File: src/rtl/slot_seq_pkg.sv
package slot_seq_pkg;

   localparam logic [7:0] MODE_NONE   = 8'h00;
   localparam logic [7:0] WAIT_GE     = 8'h04;
   localparam logic [7:0] UPD_INC     = 8'h13;
   localparam logic [2:0] CLASS_RT    = 3'd6;
   localparam logic [7:0] OPC_INVALID = 8'hFF;
   localparam int         HDR_WORDS   = 3;

   // first word of a slot, least significant byte is the opcode
   typedef struct packed {
      logic [7:0] hint;
      logic [7:0] dbg;
      logic [7:0] len;
      logic [7:0] opcode;
   } slot_hdr_t;

   // second word of a slot
   typedef struct packed {
      logic [7:0] upd_idx;
      logic [7:0] upd_mode;
      logic [7:0] wait_idx;
      logic [7:0] wait_mode;
   } slot_sync_t;

   typedef enum logic [1:0] {
      ST_FETCH,
      ST_CHECK,
      ST_HOLD,
      ST_BUSY
   } seq_state_e;

endpackage

File: src/rtl/slot_collect.sv
module slot_collect #(
   parameter int SLOT_WORDS = 16,
   parameter int WORD_W     = 32,
   localparam int BEAT_W    = $clog2(SLOT_WORDS)
) (
   input  logic                         clk,
   input  logic                         rst_n,
   input  logic                         accept_en,
   input  logic                         in_valid,
   input  logic [WORD_W-1:0]            in_word,
   output logic                         in_ready,
   output logic                         last_beat,
   output logic [SLOT_WORDS*WORD_W-1:0] slot_flat
);

   logic [BEAT_W-1:0] beat_q;
   logic [WORD_W-1:0] word_q [SLOT_WORDS];
   logic              take;

   assign in_ready  = accept_en;
   assign take      = in_valid && accept_en;
   assign last_beat = take && (beat_q == BEAT_W'(SLOT_WORDS - 1));

   always_ff @(posedge clk) begin
      if (!rst_n) begin
         beat_q <= '0;
      end else if (take) begin
         beat_q <= last_beat ? '0 : beat_q + 1'b1;
      end
   end

   always_ff @(posedge clk) begin
      if (!rst_n) begin
         for (int i = 0; i < SLOT_WORDS; i++) word_q[i] <= '0;
      end else if (take) begin
         for (int i = 0; i < SLOT_WORDS; i++) begin
            if (beat_q == BEAT_W'(i)) word_q[i] <= in_word;
         end
      end
   end

   generate
      for (genvar g = 0; g < SLOT_WORDS; g++) begin : g_flat
         assign slot_flat[g*WORD_W +: WORD_W] = word_q[g];
      end
   endgenerate

endmodule

File: src/rtl/slot_check.sv
module slot_check
   import slot_seq_pkg::*;
#(
   parameter int         SLOT_WORDS = 16,
   parameter int         NUM_SEM    = 32,
   parameter logic [7:0] LEGAL_MASK = 8'h4C
) (
   input  slot_hdr_t  hdr,
   input  slot_sync_t sync,
   output logic       slot_ok
);

   localparam logic [8:0] SEM_LIM = 9'(NUM_SEM);

   logic [2:0] eng_class;
   logic [7:0] class_legal;
   logic       len_bad;
   logic       class_bad;
   logic       rt_seen;
   logic       mode_bad;
   logic       idx_bad;

   assign eng_class = hdr.opcode[7:5];

   generate
      for (genvar c = 0; c < 8; c++) begin : g_legal
         if (LEGAL_MASK[c]) begin : g_on
            assign class_legal[c] = 1'b1;
         end else begin : g_off
            assign class_legal[c] = 1'b0;
         end
      end
   endgenerate

   always_comb begin
      len_bad   = hdr.len != 8'(SLOT_WORDS);
      class_bad = !class_legal[eng_class] || (hdr.opcode == OPC_INVALID);
      rt_seen   = eng_class == CLASS_RT;
      mode_bad  = ((sync.wait_mode != MODE_NONE) && (sync.wait_mode != WAIT_GE)) ||
                  ((sync.upd_mode  != MODE_NONE) && (sync.upd_mode  != UPD_INC));
      idx_bad   = ((sync.wait_mode == WAIT_GE) && ({1'b0, sync.wait_idx} >= SEM_LIM)) ||
                  ((sync.upd_mode  == UPD_INC) && ({1'b0, sync.upd_idx}  >= SEM_LIM));
      slot_ok   = !(len_bad || class_bad || rt_seen || mode_bad || idx_bad);
   end

endmodule

File: src/rtl/sem_file.sv
module sem_file #(
   parameter int  NUM_SEM = 32,
   parameter int  SEM_W   = 8,
   localparam int IDX_W   = $clog2(NUM_SEM)
) (
   input  logic                     clk,
   input  logic                     rst_n,
   input  logic                     inc_a_valid,
   input  logic [IDX_W-1:0]         inc_a_idx,
   input  logic                     inc_b_valid,
   input  logic [IDX_W-1:0]         inc_b_idx,
   input  logic [IDX_W-1:0]         test_idx,
   input  logic [31:0]              test_thr,
   output logic                     test_pass,
   output logic [NUM_SEM*SEM_W-1:0] sem_flat
);

   localparam logic [SEM_W:0] SEM_MAX = {1'b0, {SEM_W{1'b1}}};

   logic [SEM_W-1:0] sem_arr [NUM_SEM];

   generate
      for (genvar g = 0; g < NUM_SEM; g++) begin : g_sem
         logic [1:0]       hits;
         logic [SEM_W:0]   sum;
         logic [SEM_W-1:0] cnt_q;

         assign hits = {1'b0, inc_a_valid && (inc_a_idx == IDX_W'(g))} +
                       {1'b0, inc_b_valid && (inc_b_idx == IDX_W'(g))};
         assign sum  = {1'b0, cnt_q} + (SEM_W+1)'(hits);

         always_ff @(posedge clk) begin
            if (!rst_n) begin
               cnt_q <= '0;
            end else if (sum > SEM_MAX) begin
               cnt_q <= SEM_MAX[SEM_W-1:0];
            end else begin
               cnt_q <= sum[SEM_W-1:0];
            end
         end

         assign sem_arr[g]                   = cnt_q;
         assign sem_flat[g*SEM_W +: SEM_W]   = cnt_q;
      end
   endgenerate

   assign test_pass = 32'(sem_arr[test_idx]) >= test_thr;

endmodule

File: src/rtl/slot_seq_decoder.sv
module slot_seq_decoder
   import slot_seq_pkg::*;
#(
   parameter int         SLOT_BYTES = 64,
   parameter int         NUM_SEM    = 32,
   parameter int         SEM_W      = 8,
   parameter logic [7:0] LEGAL_MASK = 8'h4C,
   localparam int        SLOT_WORDS = SLOT_BYTES / 4,
   localparam int        PAY_WORDS  = SLOT_WORDS - HDR_WORDS,
   localparam int        IDX_W      = $clog2(NUM_SEM)
) (
   input  logic                  clk,
   input  logic                  rst_n,
   input  logic                  slot_valid,
   input  logic [31:0]           slot_word,
   output logic                  slot_ready,
   output logic                  issue_valid,
   input  logic                  issue_ready,
   output logic [2:0]            issue_class,
   output logic [4:0]            issue_base,
   output logic [1:0]            issue_trace,
   output logic                  issue_halt,
   output logic [7:0]            issue_hint,
   output logic [PAY_WORDS*32-1:0] issue_payload,
   input  logic                  done_valid,
   input  logic                  peer_post_valid,
   input  logic [IDX_W-1:0]      peer_post_idx,
   output logic                  err_flag
);

   generate
      if ((SLOT_BYTES % 4) != 0 || SLOT_WORDS < HDR_WORDS + 1) begin : g_bad_slot
         $error("slot_seq_decoder: SLOT_BYTES must be a multiple of 4 with room for a payload");
      end
      if (NUM_SEM < 2 || NUM_SEM > 256 || (1 << IDX_W) != NUM_SEM) begin : g_bad_sem
         $error("slot_seq_decoder: NUM_SEM must be a power of two from 2 to 256");
      end
      if (SEM_W < 1 || SEM_W > 32) begin : g_bad_width
         $error("slot_seq_decoder: SEM_W must lie in 1..32");
      end
   endgenerate

   seq_state_e                  state_q;
   logic                        err_q;
   logic                        accept_en;
   logic                        last_beat;
   logic [SLOT_WORDS*32-1:0]    slot_flat;
   slot_hdr_t                   hdr;
   slot_sync_t                  sync;
   logic [31:0]                 sem_value;
   logic [31:0]                 wait_thr;
   logic                        slot_ok;
   logic                        test_pass;
   logic                        gate_ok;
   logic                        issue_fire;
   logic                        own_inc;
   logic [NUM_SEM*SEM_W-1:0]    sem_flat;

   assign accept_en = state_q == ST_FETCH;

   slot_collect #(
      .SLOT_WORDS (SLOT_WORDS),
      .WORD_W     (32)
   ) collect_i (
      .clk       (clk),
      .rst_n     (rst_n),
      .accept_en (accept_en),
      .in_valid  (slot_valid),
      .in_word   (slot_word),
      .in_ready  (slot_ready),
      .last_beat (last_beat),
      .slot_flat (slot_flat)
   );

   assign hdr       = slot_hdr_t'(slot_flat[31:0]);
   assign sync      = slot_sync_t'(slot_flat[63:32]);
   assign sem_value = slot_flat[95:64];
   assign wait_thr  = (sem_value == 32'd0) ? 32'd1 : sem_value;

   slot_check #(
      .SLOT_WORDS (SLOT_WORDS),
      .NUM_SEM    (NUM_SEM),
      .LEGAL_MASK (LEGAL_MASK)
   ) check_i (
      .hdr     (hdr),
      .sync    (sync),
      .slot_ok (slot_ok)
   );

   assign own_inc = (state_q == ST_BUSY) && done_valid && (sync.upd_mode == UPD_INC);

   sem_file #(
      .NUM_SEM (NUM_SEM),
      .SEM_W   (SEM_W)
   ) sems_i (
      .clk         (clk),
      .rst_n       (rst_n),
      .inc_a_valid (own_inc),
      .inc_a_idx   (sync.upd_idx[IDX_W-1:0]),
      .inc_b_valid (peer_post_valid),
      .inc_b_idx   (peer_post_idx),
      .test_idx    (sync.wait_idx[IDX_W-1:0]),
      .test_thr    (wait_thr),
      .test_pass   (test_pass),
      .sem_flat    (sem_flat)
   );

   assign gate_ok     = (sync.wait_mode != WAIT_GE) || test_pass;
   assign issue_valid = (state_q == ST_HOLD) && gate_ok;
   assign issue_fire  = issue_valid && issue_ready;

   always_ff @(posedge clk) begin
      if (!rst_n) begin
         state_q <= ST_FETCH;
         err_q   <= 1'b0;
      end else begin
         unique case (state_q)
            ST_FETCH: if (last_beat) state_q <= ST_CHECK;
            ST_CHECK: begin
               if (slot_ok) begin
                  state_q <= ST_HOLD;
               end else begin
                  state_q <= ST_FETCH;
                  err_q   <= 1'b1;
               end
            end
            ST_HOLD:  if (issue_fire) state_q <= ST_BUSY;
            ST_BUSY:  if (done_valid) state_q <= ST_FETCH;
            default:  state_q <= ST_FETCH;
         endcase
      end
   end

   assign issue_class   = hdr.opcode[7:5];
   assign issue_base    = hdr.opcode[4:0];
   assign issue_trace   = hdr.dbg[1:0];
   assign issue_halt    = hdr.dbg[7];
   assign issue_hint    = hdr.hint;
   assign issue_payload = slot_flat[SLOT_WORDS*32-1 : HDR_WORDS*32];
   assign err_flag      = err_q;

endmodule

File: config.mk
export PLATFORM = sky130hd
export DESIGN_NAME = slot_seq_decoder
export DESIGN_NICKNAME = d
export VERILOG_FILES = /design/src/rtl/slot_seq_pkg.sv /design/src/rtl/slot_collect.sv /design/src/rtl/slot_check.sv /design/src/rtl/sem_file.sv /design/src/rtl/slot_seq_decoder.sv
export SDC_FILE = /design/constraint.sdc
export NUM_CORES = 1
export LEC_CHECK = 0
export BUFFER_PORTS_ARGS = -buffer_cell sky130_fd_sc_hd__clkbuf_2
export CORE_UTILIZATION = 60
export CTS_CLUSTER_SIZE = 25
export DETAILED_ROUTE_END_ITERATION = 16
export MAX_ROUTING_LAYER = met4
export PLACE_DENSITY_LB_ADDON = 0.2
export REMOVE_ABC_BUFFERS = 1
export SLEW_MARGIN = 20
export SYNTH_ARGS = -nofsm -noshare
export SYNTH_HDL_FRONTEND = slang
export SYNTH_SLANG_ARGS = --single-unit
File: constraint.sdc
create_clock -name clk -period 11.75 [get_ports clk]
set_clock_uncertainty 0.2 [all_clocks]
set_input_delay 1.175 -clock clk [delete_from_list [all_inputs] [get_ports clk]]
set_output_delay 1.175 -clock clk [all_outputs]
set_load 0.01 [all_outputs]
Word level (Yosys, flattened, before mapping)
Memories as Yosys holds them, arrays and structs flattened.
Index checks and enable logic that the tools add are counted.
- register bits: 263
- bits in writable memories: 512
- bits in read-only memories: 8
- input bits: 43
- output and inout bits: 438
- logic and storage cells: 462
- memories: 2
- memories (memory ; words ; bits a word ; rd ports ; clocked after Yosys merged registers in ; write ports ; line ; source):
    collect_i.word_q ; 16 ; 32 ; 16 ; 0 ; 16 ; slot_collect.sv:17 ; logic [WORD_W-1:0] word_q [SLOT_WORDS];
    (name not given) ; 8 ; 1 ; 1 ; 0 ; 0 ; slot_check.sv:37 ; class_bad = !class_legal[eng_class] || (hdr.opcode == OPC_INVALID);
- add/subtract/negate cells: 65
- magnitude comparators: 37
- eq/ne operators: 90
- muxes and demuxes: 124
- bitwise logic cells: 17
- reductions and logical operators: 92
- operator list (cell ; number):
    $mux 32 ; 17
    $add 8x2->9 ; 32
    $gt 9x8->1 const B ; 32
    $mux 8 ; 34
    $eq 5x5->1 const B ; 32
    $eq 5x4->1 const B ; 16
    $logic_and 1x1->1 ; 74
    $mux 1 ; 66
    $add 1x1->2 ; 32
    $bmux 8 s5 ; 1
    $eq 5x3->1 const B ; 8
    $eq 4x4->1 const B ; 8
    $ge 8x32->1 ; 1
    $logic_not 32->1 ; 1
    $eq 5x2->1 const B ; 4
    $eq 4x3->1 const B ; 4
    $ge 8x6->1 const B ; 2
    $ne 8x5->1 const B ; 2
    $or 1x1->1 ; 16
    $reduce_bool 8->1 ; 2
    $eq 5x1->1 const B ; 2
    $logic_not 5->1 ; 2
    $eq 4x2->1 const B ; 2
    $eq 8x3->1 const B ; 1
    21 further kinds ; 34

Depth between registers and ports, before layout
An unclocked memory read counts as a cell.
- word-level depth: 11
- depth in mapped cells: 13
- gate-level depth less buffers: 12

Modules after synthesis
A second synthesis with hierarchy kept.
- cell total of the unflattened synthesis: 2675
- area, all modules: 32341.0 um2
- by module, submodules not included (module ; instances ; cells an instance ; area an instance (um2) ; sequential area each (um2)):
    slot_collect ; 1 ; 1028 ; 17845.9 ; 15454.8
    sem_file ; 1 ; 1568 ; 14017.2 ; 5124.9
    slot_seq_decoder ; 1 ; 66 ; 390.4 ; 60.1
    slot_check ; 1 ; 13 ; 87.6 ; 0.0

Worst setup path after synthesis
No wires, ideal clock.
- path type: input-to-reg
- start point: input slot_valid
- end point: memory collect_i.word_q[11][4] (netlist: collect_i.word_q[1][100]) (enable)
- setup time: 0.466 ns
- arrival time: 4.139 ns
- required time: 11.084 ns
- setup slack: 6.945 ns
- stages: 4
- path buffers: 1
- cells stage by stage: nor3b_4 > buf_2 > nand2_1 > o21ai_0
- RTL lines (what ; line ; source):
    start, declared ; slot_seq_decoder.sv:14 ; input logic slot_valid,
    end, declared ; slot_collect.sv:17 ;

==> impl_metrics.toml <==
[worst_setup_path]
cp-start-kind = "flip-flop"
path_common_cell = "buf_4"
path_class = "flip-flop to output pin"
critPathRequiredTime_ns = 10.38
critPathLaunch = "collect_i.word_q[0][40]"
crit_chain = "buf_4 -> buf_4 -> mux4_2 -> mux2i_1 -> o22ai_1 -> a211o_1 -> ha_1 -> nand2_1 -> o21ai_0 -> nor3_1 -> a211oi_1 -> clkbuf_2"
cp_slowest_stage_delay_ns = 0.65
end_kind = "output pin"
cp_data_arrival_time_ns = 4.99
crit_path_top_delay_cell = "a211oi_1"
rr_startpoint = "collect_i.word_q[0][40]"
worst-path-max-fanout = 33

[routing]
dr.pass1.iters = 6
drt-total-wl_mm = 93.0
vias_per_cell = 5.94
vias = 22751
antenna_left = 0
routedWlPerCell_um = 24.3
drtIter0Drc = 2088
drc = 0

[sta]
slew_viol_final = 0
fin_tns_setup_ns = 0
worst_slack_ns = 5.38
fin_crit_ns = 6.37
setup_viol_count_final = 0
finalCritPeriodShare_pct = 54.2
rsz0062_at_grt = "false"
slew_headroom_pct = 24.5
hold_ws_ns = 0.272
final-hold-violation-count = 0
worst_pin_slew_ns = 1.13
fmax_mhz = 157

[clocking]
clk_latency_ns = 0.66
numClockSinks = 770
cts_hold_buffers = 0
cts_made_buffers = 79
cts_tree = "built"
clockBufferDepth = 3
postCtsSetupBuffers = 0
cts-root-buf = "clkbuf_16"
clk_pin_slew_ns = 0.06
cts.repair.resized = 0
h-tree-depth = 3

[final_layout]
drive_gt1_share_pct = 23.1
design_area_um2 = 37500
finish.utilization_pct = 65.0
syn2layout_area_growth_pct = 7.10
num-nets-final = 3118
final_common_cell = "edfxtp_1"
mostFrequentLayoutCells = "edfxtp_1 (507), clkbuf_2 (479), nor2_1 (453)"

[synthesis]
ys_seq_area_share_pct = 58.5
synthesis.area_um2 = 35000
synth_edf_count = 507
muxShareOfSynthArea_pct = 5.15
synth_cells = 2964
async_flop_share_pct = 0
ys_types = 56
synth_flop_cell = "edfxtp_1"
synth_warnings = 0
synth_top_family_by_area = "simple AND/OR/NAND/NOR gates"
synth_xor_area_share_pct = 3.10
synthAdderAreaFrac_pct = 3.40
synth-simple-area-share_pct = 13.3
synth_compound_area_share_pct = 5.07
synth_area_per_cell_um2 = 11.8
ys_ff_latch = 770

[pwr]
leakage_nw = 14.8
peakVddDrop_mv = 0.154
power_density_nw_per_um2 = 158

[die]
die_h_um = 244
dieArea_um2 = 59300
die_x_um = 244
start_util_pct = 60.7
num_rows = 88
io_pins = 481
core_area_um2 = 57700

[flow_run]
drv_cap = 0

[worst_hold_path]
hold_class = "flip-flop to flip-flop"
hp-start = "err_flag"

[global_routing]
overflow = 0
antenna_found_initial = 1
grt_pass1_wl_mm = 136
grt_usage_pct = 31.8
grt_max_degree = 115
grt_pass1_vias = 22162

[place]
placed_cell_area_um2 = 34900
hpwl_mm = 64.8
dp_slack_ns = 6.15
numPortBuffers = 480
gp_congestion = 0.917

[outcome]
status = "finished, final reports clean"
-- flip-flops by register name (all words and copies together) (netlist names), named ones only --
signal and flops:
sems_i.g_sem.cnt_q 256, collect_i.beat_q 4, err_flag 1, state_q 1, collect_i.word_q 507
-- layer usage --
| metal | track usage (%) | routed length [um] | up-vias |
|---|---|---|---|
| met5 | - | 0 | - |
| met4 | 11.1 | 3250 | 0 |
| met3 | 8.20 | 8920 | 212 |
| met2 | 51.6 | 46000 | 1123 |
| met1 | 38.7 | 34800 | 11340 |
| li1 | - | - | 10076 |
-- cell type report --
cell class,count,area [um2]
repair buffers,512,2650
well taps,765,957
clock buffers,110,2220
fillers,4308,20200
multi-input cells,1583,10600
clock inverters,38,412
flip-flops and latches,770,20500
inverters,53,204
diodes,1,2.50
-- where the power goes --
group / switching [mW] / internal (mW) / leakage (nW) / total (mW)
Clock: 1.08 / 1.41 / 1.26 / 2.49
Sequential: 0.0382 / 3.00 / 7.24 / 3.04
Combinational: 0.276 / 0.102 / 6.32 / 0.377
-- worst max-delay path, delay by kind of cell (launching register included) --
kind	cells	cell delay, ns
buf+inv	3	1.31
compound gates	4	1.45
flops	1	0.33
mux	2	0.77
simple gates	2	0.16
fa+ha+maj	1	0.30
-- stage by stage --
step	total power [mW]	cells
2_1_floorplan	3.26	2406
3_3_place_gp	3.46	3683
3_5_place_dp	3.47	3683
4_1_cts	5.93	3831
5_1_grt	6.06	3832
6_report	5.90	3832
-- cells by family after synthesis --
logic type | count (synthesis)
AO/OA/AOI/OAI | 298
buffers and inverters | 611
multiplexers | 96
adder cells (fa/ha/maj) | 76
AND/OR/NAND/NOR | 989
XOR/XNOR | 124
flip-flops | 770
-- Yosys cell counts (53+ instances only) --
cell | instances | area [um2]
and3_1 | 108 | 676
a21oi_1 | 144 | 721
nand3_1 | 107 | 536
nand2_1 | 131 | 492
edfxtp_1 | 507 | 15200
o21a_1 | 55 | 413
xnor2_1 | 89 | 780
nor3_1 | 53 | 265
clkbuf_1 | 99 | 372
buf_4 | 435 | 3270
dfxtp_1 | 263 | 5270
mux4_2 | 53 | 1190
nor2_1 | 453 | 1700
-- final timing paths --
check                              endpoint  cells past startpoint  slack [ns]
worst min register to register     err_flag                      1        0.27
worst max-delay path            issue_valid                     12        5.38
worst max register to register   state_q[0]                     11        7.65
worst min-delay path               err_flag                      1        0.27
No activity file was read; power rests on OpenSTA's default activity.
